===== src/rtl/rcv_pkg.sv =====
package rcv_pkg;
    typedef enum logic [2:0] {
        ST_IDLE,
        ST_CALC,
        ST_OFF,
        ST_PULL,
        ST_REL,
        ST_DONE
    } rcv_state_e;
endpackage


===== src/rtl/rcv_udiv.sv =====
// Sequential restoring divider: quo = NUM / den, one quotient bit per cycle.
module rcv_udiv #(
    parameter int NUM   = 1000,
    parameter int DEN_W = 11,
    parameter int QW    = $clog2(NUM + 1)
) (
    input  logic             clk,
    input  logic             rst_n,
    input  logic             start,
    input  logic [DEN_W-1:0] den_in,
    output logic [QW-1:0]    quo,
    output logic             done_o
);
    localparam int IDXW = (QW > 1) ? $clog2(QW) : 1;
    localparam logic [QW-1:0] NUM_V = QW'(NUM);

    logic [DEN_W-1:0] den_r;
    logic [DEN_W-1:0] rem;
    logic [IDXW-1:0]  bit_idx;
    logic             run;
    logic [DEN_W:0]   trial;
    logic             ge;
    logic [DEN_W-1:0] rem_nx;

    always_comb begin
        trial  = {rem, NUM_V[bit_idx]};
        ge     = trial >= {1'b0, den_r};
        rem_nx = ge ? DEN_W'(trial - {1'b0, den_r}) : DEN_W'(trial);
    end

    always_ff @(posedge clk or negedge rst_n) begin
        if (!rst_n) begin
            den_r   <= '0;
            rem     <= '0;
            quo     <= '0;
            bit_idx <= '0;
            run     <= 1'b0;
            done_o  <= 1'b0;
        end else if (start) begin
            den_r   <= (den_in == '0) ? DEN_W'(1) : den_in;
            rem     <= '0;
            quo     <= '0;
            bit_idx <= IDXW'(QW - 1);
            run     <= 1'b1;
            done_o  <= 1'b0;
        end else if (run) begin
            rem <= rem_nx;
            quo <= {quo[QW-2:0], ge};
            if (bit_idx == '0) begin
                run    <= 1'b0;
                done_o <= 1'b1;
            end else begin
                bit_idx <= bit_idx - 1'b1;
            end
        end else begin
            done_o <= 1'b0;
        end
    end

    AST_DIV_QUOTIENT: assert property (@(posedge clk) disable iff (!rst_n)
        done_o |-> ((32'(quo) * 32'(den_r) <= 32'(NUM)) &&
                    ((32'(quo) + 32'd1) * 32'(den_r) > 32'(NUM))));
endmodule


===== src/rtl/rcv_busy_watch.sv =====
// Counts consecutive busy microseconds while armed; flags expiry.
module rcv_busy_watch #(
    parameter int CPU_W  = 8,
    parameter int TMO_US = 1000000
) (
    input  logic             clk,
    input  logic             rst_n,
    input  logic             arm,
    input  logic             bus_busy,
    input  logic [CPU_W-1:0] cpu,
    output logic             hit
);
    localparam int TW = $clog2(TMO_US + 1);

    logic [CPU_W-1:0] pre;
    logic [TW-1:0]    us;
    logic             counting;
    logic             us_tick;

    assign counting = arm && bus_busy;
    assign us_tick  = (pre == cpu - 1'b1);
    assign hit      = counting && us_tick && (us == TW'(TMO_US - 1));

    always_ff @(posedge clk or negedge rst_n) begin
        if (!rst_n) begin
            pre <= '0;
            us  <= '0;
        end else if (!counting || hit) begin
            pre <= '0;
            us  <= '0;
        end else if (us_tick) begin
            pre <= '0;
            us  <= us + 1'b1;
        end else begin
            pre <= pre + 1'b1;
        end
    end

    AST_BUSY_RESTART: assert property (@(posedge clk) disable iff (!rst_n)
        !bus_busy |=> (us == '0 && pre == '0));
    AST_BUSY_BOUND: assert property (@(posedge clk) disable iff (!rst_n)
        us <= TW'(TMO_US - 1));
endmodule


===== src/rtl/scl_recovery_gen.sv =====
module scl_recovery_gen
    import rcv_pkg::*;
#(
    parameter int FREQ_W      = 11,
    parameter int CPU_W       = 8,
    parameter int NUM_KHZ     = 1000,
    parameter int PULSES      = 9,
    parameter int BUSY_TMO_US = 1000000
) (
    input  logic              clk,
    input  logic              rst_n,
    input  logic              trig,
    input  logic [FREQ_W-1:0] bus_khz,
    input  logic [CPU_W-1:0]  cyc_per_us,
    input  logic              bus_busy,
    output logic              scl_low,
    output logic              sda_low,
    output logic              active,
    output logic              done
);
    localparam int QW = $clog2(NUM_KHZ + 1);
    localparam int UW = QW + 1;
    localparam int PW = UW + 1;
    localparam int IW = $clog2(PULSES + 1);

    rcv_state_e       state, state_nx;
    logic [CPU_W-1:0] cpu_eff, cpu_r;
    logic [UW-1:0]    unit_r, unit_calc, q_plus;
    logic [CPU_W-1:0] pre;
    logic [PW-1:0]    us_cnt;
    logic [IW-1:0]    iter;
    logic             tmo_hit, go, tick, pull_end, rel_end;
    logic [QW-1:0]    quo;
    logic             div_done;

    assign cpu_eff = (cyc_per_us == '0) ? CPU_W'(1) : cyc_per_us;
    assign go      = (state == ST_IDLE) && (trig || tmo_hit);

    rcv_udiv #(.NUM(NUM_KHZ), .DEN_W(FREQ_W), .QW(QW)) u_div (
        .clk    (clk),
        .rst_n  (rst_n),
        .start  (go),
        .den_in (bus_khz),
        .quo    (quo),
        .done_o (div_done)
    );

    rcv_busy_watch #(.CPU_W(CPU_W), .TMO_US(BUSY_TMO_US)) u_watch (
        .clk      (clk),
        .rst_n    (rst_n),
        .arm      (state == ST_IDLE),
        .bus_busy (bus_busy),
        .cpu      (cpu_eff),
        .hit      (tmo_hit)
    );

    always_comb begin
        q_plus    = UW'(quo) + UW'(1);
        unit_calc = (q_plus < UW'(2)) ? UW'(2) : q_plus;
    end

    assign tick     = (pre == cpu_r - 1'b1);
    assign pull_end = tick && (us_cnt == PW'(unit_r) - PW'(1));
    assign rel_end  = tick && (us_cnt == {unit_r, 1'b0} - PW'(1));

    // next-state logic
    always_comb begin
        state_nx = state;
        unique case (state)
            ST_IDLE: if (go)       state_nx = ST_CALC;
            ST_CALC: if (div_done) state_nx = ST_OFF;
            ST_OFF:                state_nx = ST_PULL;
            ST_PULL: if (pull_end) state_nx = ST_REL;
            ST_REL:  if (rel_end)  state_nx = (iter == IW'(PULSES - 1)) ? ST_DONE : ST_OFF;
            ST_DONE:               state_nx = ST_IDLE;
            default:               state_nx = ST_IDLE;
        endcase
    end

    // state register
    always_ff @(posedge clk or negedge rst_n) begin
        if (!rst_n) state <= ST_IDLE;
        else        state <= state_nx;
    end

    // datapath registers
    always_ff @(posedge clk or negedge rst_n) begin
        if (!rst_n) begin
            cpu_r  <= CPU_W'(1);
            unit_r <= UW'(2);
            pre    <= '0;
            us_cnt <= '0;
            iter   <= '0;
        end else begin
            unique case (state)
                ST_IDLE: begin
                    iter <= '0;
                    if (go) cpu_r <= cpu_eff;
                end
                ST_CALC: begin
                    if (div_done) unit_r <= unit_calc;
                end
                ST_OFF: begin
                    pre    <= '0;
                    us_cnt <= '0;
                end
                ST_PULL, ST_REL: begin
                    if (tick) begin
                        pre <= '0;
                        if ((state == ST_PULL && pull_end) || (state == ST_REL && rel_end))
                            us_cnt <= '0;
                        else
                            us_cnt <= us_cnt + 1'b1;
                        if (state == ST_REL && rel_end && iter != IW'(PULSES - 1))
                            iter <= iter + 1'b1;
                    end else begin
                        pre <= pre + 1'b1;
                    end
                end
                default: ;
            endcase
        end
    end

    // outputs
    always_comb begin
        scl_low = (state == ST_PULL);
        sda_low = 1'b0;
        active  = (state != ST_IDLE);
        done    = (state == ST_DONE);
    end

    AST_DONE_SINGLE: assert property (@(posedge clk) disable iff (!rst_n)
        done |=> !done);
    AST_DONE_AFTER_LAST: assert property (@(posedge clk) disable iff (!rst_n)
        done |-> (iter == IW'(PULSES - 1)));
    AST_ITER_BOUND: assert property (@(posedge clk) disable iff (!rst_n)
        iter <= IW'(PULSES - 1));
    AST_PULL_AFTER_OFF: assert property (@(posedge clk) disable iff (!rst_n)
        $rose(scl_low) |-> ($past(state) == ST_OFF));
    AST_PULL_LEN: assert property (@(posedge clk) disable iff (!rst_n)
        $fell(scl_low) |-> ($past(us_cnt) == PW'(unit_r) - PW'(1)));
    AST_NO_RESTART: assert property (@(posedge clk) disable iff (!rst_n)
        (state == ST_PULL || state == ST_REL) |=> (iter >= $past(iter)));
    AST_UNIT_FLOOR: assert property (@(posedge clk) disable iff (!rst_n)
        unit_r >= UW'(2));
    AST_IDLE_AFTER_DONE: assert property (@(posedge clk) disable iff (!rst_n)
        done |=> !active);
endmodule


===== config.mk =====
export PLATFORM = sky130hd
export DESIGN_NAME = scl_recovery_gen
export DESIGN_NICKNAME = d
export VERILOG_FILES = /design/src/rtl/rcv_pkg.sv /design/src/rtl/rcv_udiv.sv /design/src/rtl/rcv_busy_watch.sv /design/src/rtl/scl_recovery_gen.sv
export SDC_FILE = /design/constraint.sdc
export NUM_CORES = 1
export LEC_CHECK = 0
export BUFFER_PORTS_ARGS = -buffer_cell sky130_fd_sc_hd__buf_2
export CAP_MARGIN = 40
export CORE_MARGIN = 3
export CORE_UTILIZATION = 45
export DETAILED_ROUTE_END_ITERATION = 7
export PLACE_DENSITY = 0.65
export SETUP_SLACK_MARGIN = 0.3
export SYNTH_ARGS = -nofsm -noshare
export SYNTH_HDL_FRONTEND = slang
export SYNTH_SLANG_ARGS = --single-unit

===== constraint.sdc =====
create_clock -name clk -period 4.55 [get_ports clk]
set_clock_uncertainty 0.05 [all_clocks]
set_input_delay 0.2275 -clock clk [delete_from_list [all_inputs] [get_ports clk]]
set_output_delay 0.2275 -clock clk [all_outputs]
set_load 0.02 [all_outputs]

==> metrics.md, run 1 <==
| Metric | Value |
|---|---|
| Layout cells sized above 1 | `10.1%` |
| DR vias | `5813` |
| Worst-path fanout max | `20` |
| Min Hold Slack | `55.4 ps` |
| Slew @ Worst Pin | `774 ps` |
| Clock Path Buffers | `2` |
| Congestion Overflow GR | `0` |
| Boundary Pins | `27` |
| Period utilization | `80.5%` |
| CTS Sinks | `112` |
| WHS Path Cells | `2` |
| Hold EP | `u_div.den_r[1]` |
| Via density | `5.55` |
| Synth cell types | `70` |
| Syn Nets | `873` |
| Metal2 WL | `7040 um` |
| Met3 routed WL | `453 um` |
| Slew margin rel. | `48.3%` |
| Most common cell after layout, fill and taps aside | `dfrtp_1` |
| Wirelength per Cell | `14.7 um` |
| Critical path startpoint | `cpu_r[0]` |
| Post-route ant nets | `0` |
| Leakage | `0.00343 uW` |
| Critical-path cell list | `inv_1, ha_1, or3b_1, or4_1, a2111oi_0, o211ai_1, a2111oi_4, o22ai_1, buf_4, a31oi_1, mux2i_1` |
| Mapped Area | `7340 um^2` |
| R2R Path End | `us_cnt[5]` |
| DRC viols | `0` |
| Total negative setup slack | `0 ps` |
| Die area | `17900 um^2` |
| Core area | `15900 um^2` |
| Initial Utilization | `46.0%` |
| Antenna violations before repair | `0` |
| Setup violations, final | `0` |
| Initial DRC Count | `377` |
| Critical path's largest stage delay | `620 ps` |
| Detail Placement HPWL | `10900 um` |
| M1 WL | `7710 um` |
| WP data required | `4730 ps` |
| Final min period | `3660 ps` |
| WS Path Type | `flip-flop to flip-flop` |
| FF-to-FF path depth | `11` |
| Die width | `134 um` |
| Ys async rst share | `100%` |
| Avg Cell Area, Syn | `8.90 um^2` |
| Max-cap violations | `0` |
| Post-route cell area | `7950 um^2` |
| Routed WL | `15400 um` |
| Num CTS Buffers | `9` |
| Top layer in use | `met4` |
| Most frequently used flop master after synthesis | `dfrtp_1` |
| Mapped Cells | `825` |
| Worst R2R Start | `cpu_r[0]` |
| Yosys warns | `0` |
| Synthesis-stage register bit count | `112` |
| Max Slew Vio Count | `0` |
| Setup Buffers After CTS | `0` |
| Largest net degree at the start of global routing | `65` |
| Fillcell total | `1571` |
| CP Capture Type | `flip-flop` |
| CTS Hold Buffers Added | `1` |
| Hold crit path type | `input port to flip-flop` |
| Nets | `875` |
| Rows | `46` |
| Slowest cell on crit path | `a2111oi_0` |
| PwrDens | `602 nW/um^2` |
| Multi-input gate area | `4200 um^2` |
| RSZ-0062 raised after global routing | `no` |
| H-Tree Depth | `3` |
| Worst EP arrival | `3840 ps` |
| HP Start | `bus_khz[1]` |
| GRT Total Usage | `18.2%` |
| Global-route wire length before repair | `27100 um` |
| Commonest cells after routing, fill and taps aside | `dfrtp_1 (110), nor2_1 (98), nand2_1 (49)` |
| Outcome | `completed` |
| CTS resizes | `0` |
| Area after DPL | `7650 um^2` |
| DRT Pass-1 Iters | `4` |
| Reg2reg setup slack | `890 ps` |
| Final GP Congestion | `0.840` |
| Number of flops mapped to enable cells by yosys | `0` |
| Clock latency on the worst-skew pair | `360 ps` |
| CTS root buf | `clkbuf_16` |
| Final hold viol count | `0` |
| WP buf/inv | `2` |
| Sequential-to-total area share from yosys stat | `38.2%` |
| ANT cells | `0` |
| F_max | `0.273 GHz` |
| Vias in the first global route | `5572` |
| VDD IR max | `0.000472 V` |
| Clock Pin Slew Worst Setup and Hold Paths | `80 ps` |
| Die H | `134 um` |
| Sequential cell area | `2810 um^2` |
| CTS tree | `yes` |
| CP top delay family | `compound AO/OA/AOI/OAI gates` |
| P&R area growth vs syn | `8.35%` |
| Worst setup SP type | `flip-flop` |
| PortBufs | `25` |
## stage by stage
step	utilization, %	power, uW	worst slack (ps)	std cells
2_1_floorplan	-	3520	1290	825
3_3_place_gp	47.8	3980	917	1030
3_5_place_dp	48.0	4020	889	1031
4_1_cts	49.9	4830	888	1048
5_1_grt	49.9	5260	435	1048
6_report	49.9	4790	886	1048
## report_power, final
part	internal (uW)	leakage (uW)	switching [uW]
clock network	387	0.000136	402
logic	1080	0.00185	1230
registers	1290	0.00144	406
## how the worst max path moves through the flow
stage                              end  slack (ps)  depth (start not counted)
final                        us_cnt[5]         890                         11
after global routing         us_cnt[4]         430                         11
after CTS                    us_cnt[5]         890                         11
after detailed placement  u_div.rem[9]         890                         13
after global placement    u_div.rem[9]         920                         13
after floorplan              us_cnt[1]        1290                         11
## sequential cells by signal (all words and copies together), names as in the netlist
signal,count
cpu_r,8
u_watch.pre,8
u_div.rem,11
u_div.bit_idx,4
unit_r,11
iter,4
u_div.run,1
u_watch.us,20
us_cnt,12
pre,8
u_div.quo,10
u_div.den_r,11
state,3
u_div.done_o,1
## metal layers
metal  vias up  GRT usage (%)
li1       2930              -
met1      2786           25.8
met2        85           28.7
met3        12           3.36
met4         0           5.26
met5         -              0
## final cells by class
type | count | area share [%]
Tap cell | 216 | 3.40
Multi-Input combinational cell | 628 | 52.8
Timing Repair Buffer | 38 | 3.11
Clock buffer | 10 | 2.88
Inverter | 38 | 1.79
Clock inverter | 6 | 0.787
Sequential cell | 112 | 35.3
## cells by family after synthesis
kind of cell               Yosys count  synth area share, %
DFF                                112                 38.2
muxes                               44                 6.27
xor gates and xnor gates            76                 9.83
and+or+nand+nor                    333                 23.5
other                                1               0.0511
AOI/OAI and AO/OA                  149                 13.0
adders and majority gates           25                 4.36
buffers and inverters               85                 4.79
## cell usage after synthesis, drive strengths merged (9+ instances only)
library cell,instances,area (um^2)
ha,24,300
buf,11,73.8
clkbuf,36,135
a211oi,11,82.6
dfrtp,110,2750
mux2i,28,280
o21ai,50,250
a31oi,15,93.8
nor2b,14,87.6
a21oi,28,140
mux2,16,180
nand2,49,184
and3,29,181
nor4,11,90.1
inv,38,143
nand3,38,190
xor2,36,315
nand4,18,113
nor3,19,95.1
nand2b,9,56.3
nor2,99,372
xnor2,36,315
No activity file was read; power rests on OpenSTA's default activity.
==> inputs of run 2 (changes only) <==
==> constraint.sdc (replaced) <==
create_clock -name clk -period 3.7 [get_ports clk]
set_clock_uncertainty 0.05 [all_clocks]
set_input_delay 0.185 -clock clk [delete_from_list [all_inputs] [get_ports clk]]
set_output_delay 0.185 -clock clk [all_outputs]
set_load 0.02 [all_outputs]
==> run 2 against run 1 <==
Final cell count rose by 1.6%. Register-to-register slack got worse by 460 ps. Setup slack lost 460 ps. Sequential share of layout area down 1.2 points. Sequential power increased by 22%. Clock power rose by 39%. Wire length rose by 3.2%. Combinational power increased by 35%. First-iteration DRC count decreased by 16%. Critical path depth did not move. Via count rose by 0.26%. Total power is 31% higher. Largest power group unchanged.
==> metrics.md, run 2 (synthesis results as in run 1) <==
| Metric | Value |
|---|---|
| Outcome | `completed` |
| PwrDens | `764 nW/um^2 (+27%)` |
| Final GP Congestion | `0.860 (+2.4%)` |
| Most common cell after layout, fill and taps aside | `dfrtp_1` |
| Global-route wire length before repair | `27300 um (+0.89%)` |
| Worst-path fanout max | `5 (-75%)` |
| Final hold viol count | `0 (unchanged)` |
| CTS root buf | `clkbuf_16` |
| Congestion Overflow GR | `0 (unchanged)` |
| P&R area growth vs syn | `12.1%` |
| Die area | `17900 um^2 (unchanged)` |
| Core area | `15900 um^2 (unchanged)` |
| Clock Pin Slew Worst Setup and Hold Paths | `70 ps (about the same)` |
| Post-route ant nets | `0 (unchanged)` |
| Worst EP arrival | `3450 ps (-390 ps)` |
| Final min period | `3280 ps (-387 ps)` |
| Clock latency on the worst-skew pair | `350 ps (about the same)` |
| VDD IR max | `0.000530 V (+12%)` |
| CTS Sinks | `112 (unchanged)` |
| DRC viols | `0 (unchanged)` |
| Commonest cells after routing, fill and taps aside | `dfrtp_1 (110), nor2_1 (98), nand2_1 (49)` |
| Slew margin rel. | `66.0% (+18 points)` |
| Die width | `134 um (unchanged)` |
| WP data required | `3880 ps (-850 ps)` |
| Clock Path Buffers | `2 (unchanged)` |
| RSZ-0062 raised after global routing | `no` |
| Initial Utilization | `46.0% (unchanged)` |
| Antenna violations before repair | `0 (unchanged)` |
| CTS tree | `yes` |
| PortBufs | `25 (unchanged)` |
| Slew @ Worst Pin | `510 ps (-264 ps)` |
| Die H | `134 um (unchanged)` |
| Layout Cells excl Fill | `1065 (+1.6%)` |
| Num CTS Buffers | `9 (unchanged)` |
| Tot Pwr | `6280 uW (+31%)` |
| Max FFs per register | `20 (unchanged)` |
| Initial DRC Count | `315 (-16%)` |
| Via density | `5.47 (-1.3%)` |
| Total negative setup slack | `0 ps (unchanged)` |
| F_max | `0.305 GHz (+12%)` |
| Wirelength per Cell | `14.9 um (+1.5%)` |
| DRT Pass-1 Iters | `5 (+1)` |
| CP Capture Type | `flip-flop` |
| Rows | `46 (unchanged)` |
| Routed WL | `15900 um (+3.2%)` |
| Min Hold Slack | `27.3 ps (-28.2 ps)` |
| ANT cells | `0 (unchanged)` |
| Setup violations, final | `0 (unchanged)` |
| Hold crit path type | `input port to flip-flop` |
| Post-Place Cells | `1038 (+0.68%)` |
| Period utilization | `88.6% (+8.0 points)` |
| Vias in the first global route | `5612 (+0.72%)` |
| Layout cells sized above 1 | `13.7% (+3.6 points)` |
| Nets | `892 (+1.9%)` |
| Boundary Pins | `27 (unchanged)` |
| Largest regs | `u_watch.us: 20 flops, us_cnt: 12 flops` |
| Max-cap violations | `0 (unchanged)` |
| WS Path Type | `flip-flop to flip-flop` |
| DR vias | `5828 (+0.26%)` |
| Largest net degree at the start of global routing | `43 (-34%)` |
| Leakage | `0.00356 uW (+3.6%)` |
| Top reg by flops | `u_watch.us` |
| Detail Placement HPWL | `11200 um (+3.3%)` |
| GRT Total Usage | `18.3% (+0.10 points)` |
| H-Tree Depth | `3 (unchanged)` |
| Max Slew Vio Count | `0 (unchanged)` |
| Worst setup SP type | `flip-flop` |
-- run 2: cell types whose count changed in the layout (fill, tap and decap cells not counted), sizes merged --
| cell | previous run | this run |
|---|---|---|
| buf | 37 | 54 |
| bufinv | 0 | 2 |
| inv | 41 | 39 |
| clkbuf | 10 | 11 |
| clkinvlp | 2 | 1 |
-- run 2: timing repair --
action	4_1_cts	5_1_grt
gates resized for setup	4	19
gates cloned	0	2
hold buffers	1	0
setup buffers	2	5
endpoints found under the setup margin	9	23
pin swaps	1	8
endpoints found under the hold margin	28	0
-- run 2: through the flow --
stage | utilization [%] | worst slack [ps] | cell area, um^2
floorplan | - | 439 | 7340
global placement | 48.2 | 328 | 7690
detailed placement | 48.4 | 264 | 7710
CTS | 50.7 | 317 | 8090
global route | 51.6 | 295 | 8230
finish | 51.6 | 423 | 8230
-- run 2: cell type report --
type | count | area, um^2
Clock buffer | 11 | 253
Clock inverter | 5 | 87.6
Fill cell | 1489 | 7720
Inverter | 38 | 143
Multi-Input combinational cell | 628 | 4280
Sequential cell | 112 | 2810
Tap cell | 216 | 270
Timing Repair Buffer | 55 | 385
-- run 2: per-layer routing --
| metal | wire length (um) | track usage (%) |
|---|---|---|
| met3 | 489 | 2.98 |
| met5 | 0 | 0 |
| met4 | 133 | 4.11 |
| met1 | 7960 | 26.5 |
| met2 | 7300 | 29.0 |
-- run 2: where the power goes --
group | internal (uW) | total [uW] | leakage (uW) | switching, uW
clock | 637 | 1100 | 0.000164 | 464
sequential | 1590 | 2080 | 0.00144 | 483
combinational | 1460 | 3110 | 0.00195 | 1640
total | 3690 | 6280 | 0.00356 | 2590
-- run 2: path summary, 6_finish.rpt --
check                               start              to  slack, ps  cells past startpoint
max                             unit_r[0]       us_cnt[5]        420                     11
min                            bus_khz[3]  u_div.den_r[3]         30                      2
max reg2reg                     unit_r[0]       us_cnt[5]        420                     11
min reg2reg                u_div.den_r[2]  u_div.den_r[2]        460                      1
max in group asynchronous           rst_n   u_watch.us[0]       2410                      4
min in group asynchronous           rst_n    u_div.quo[2]        250                      2
-- run 2: critical path, cell delays in order (launching register included) --
cell	delay [ps]
dfrtp_1	390
inv_2	90
ha_4	140
or4b_4	480
nor4_4	230
xnor3_1	260
or4b_4	540
a2111oi_4	370
o22ai_2	180
buf_6	170
a31oi_1	150
mux2i_1	90
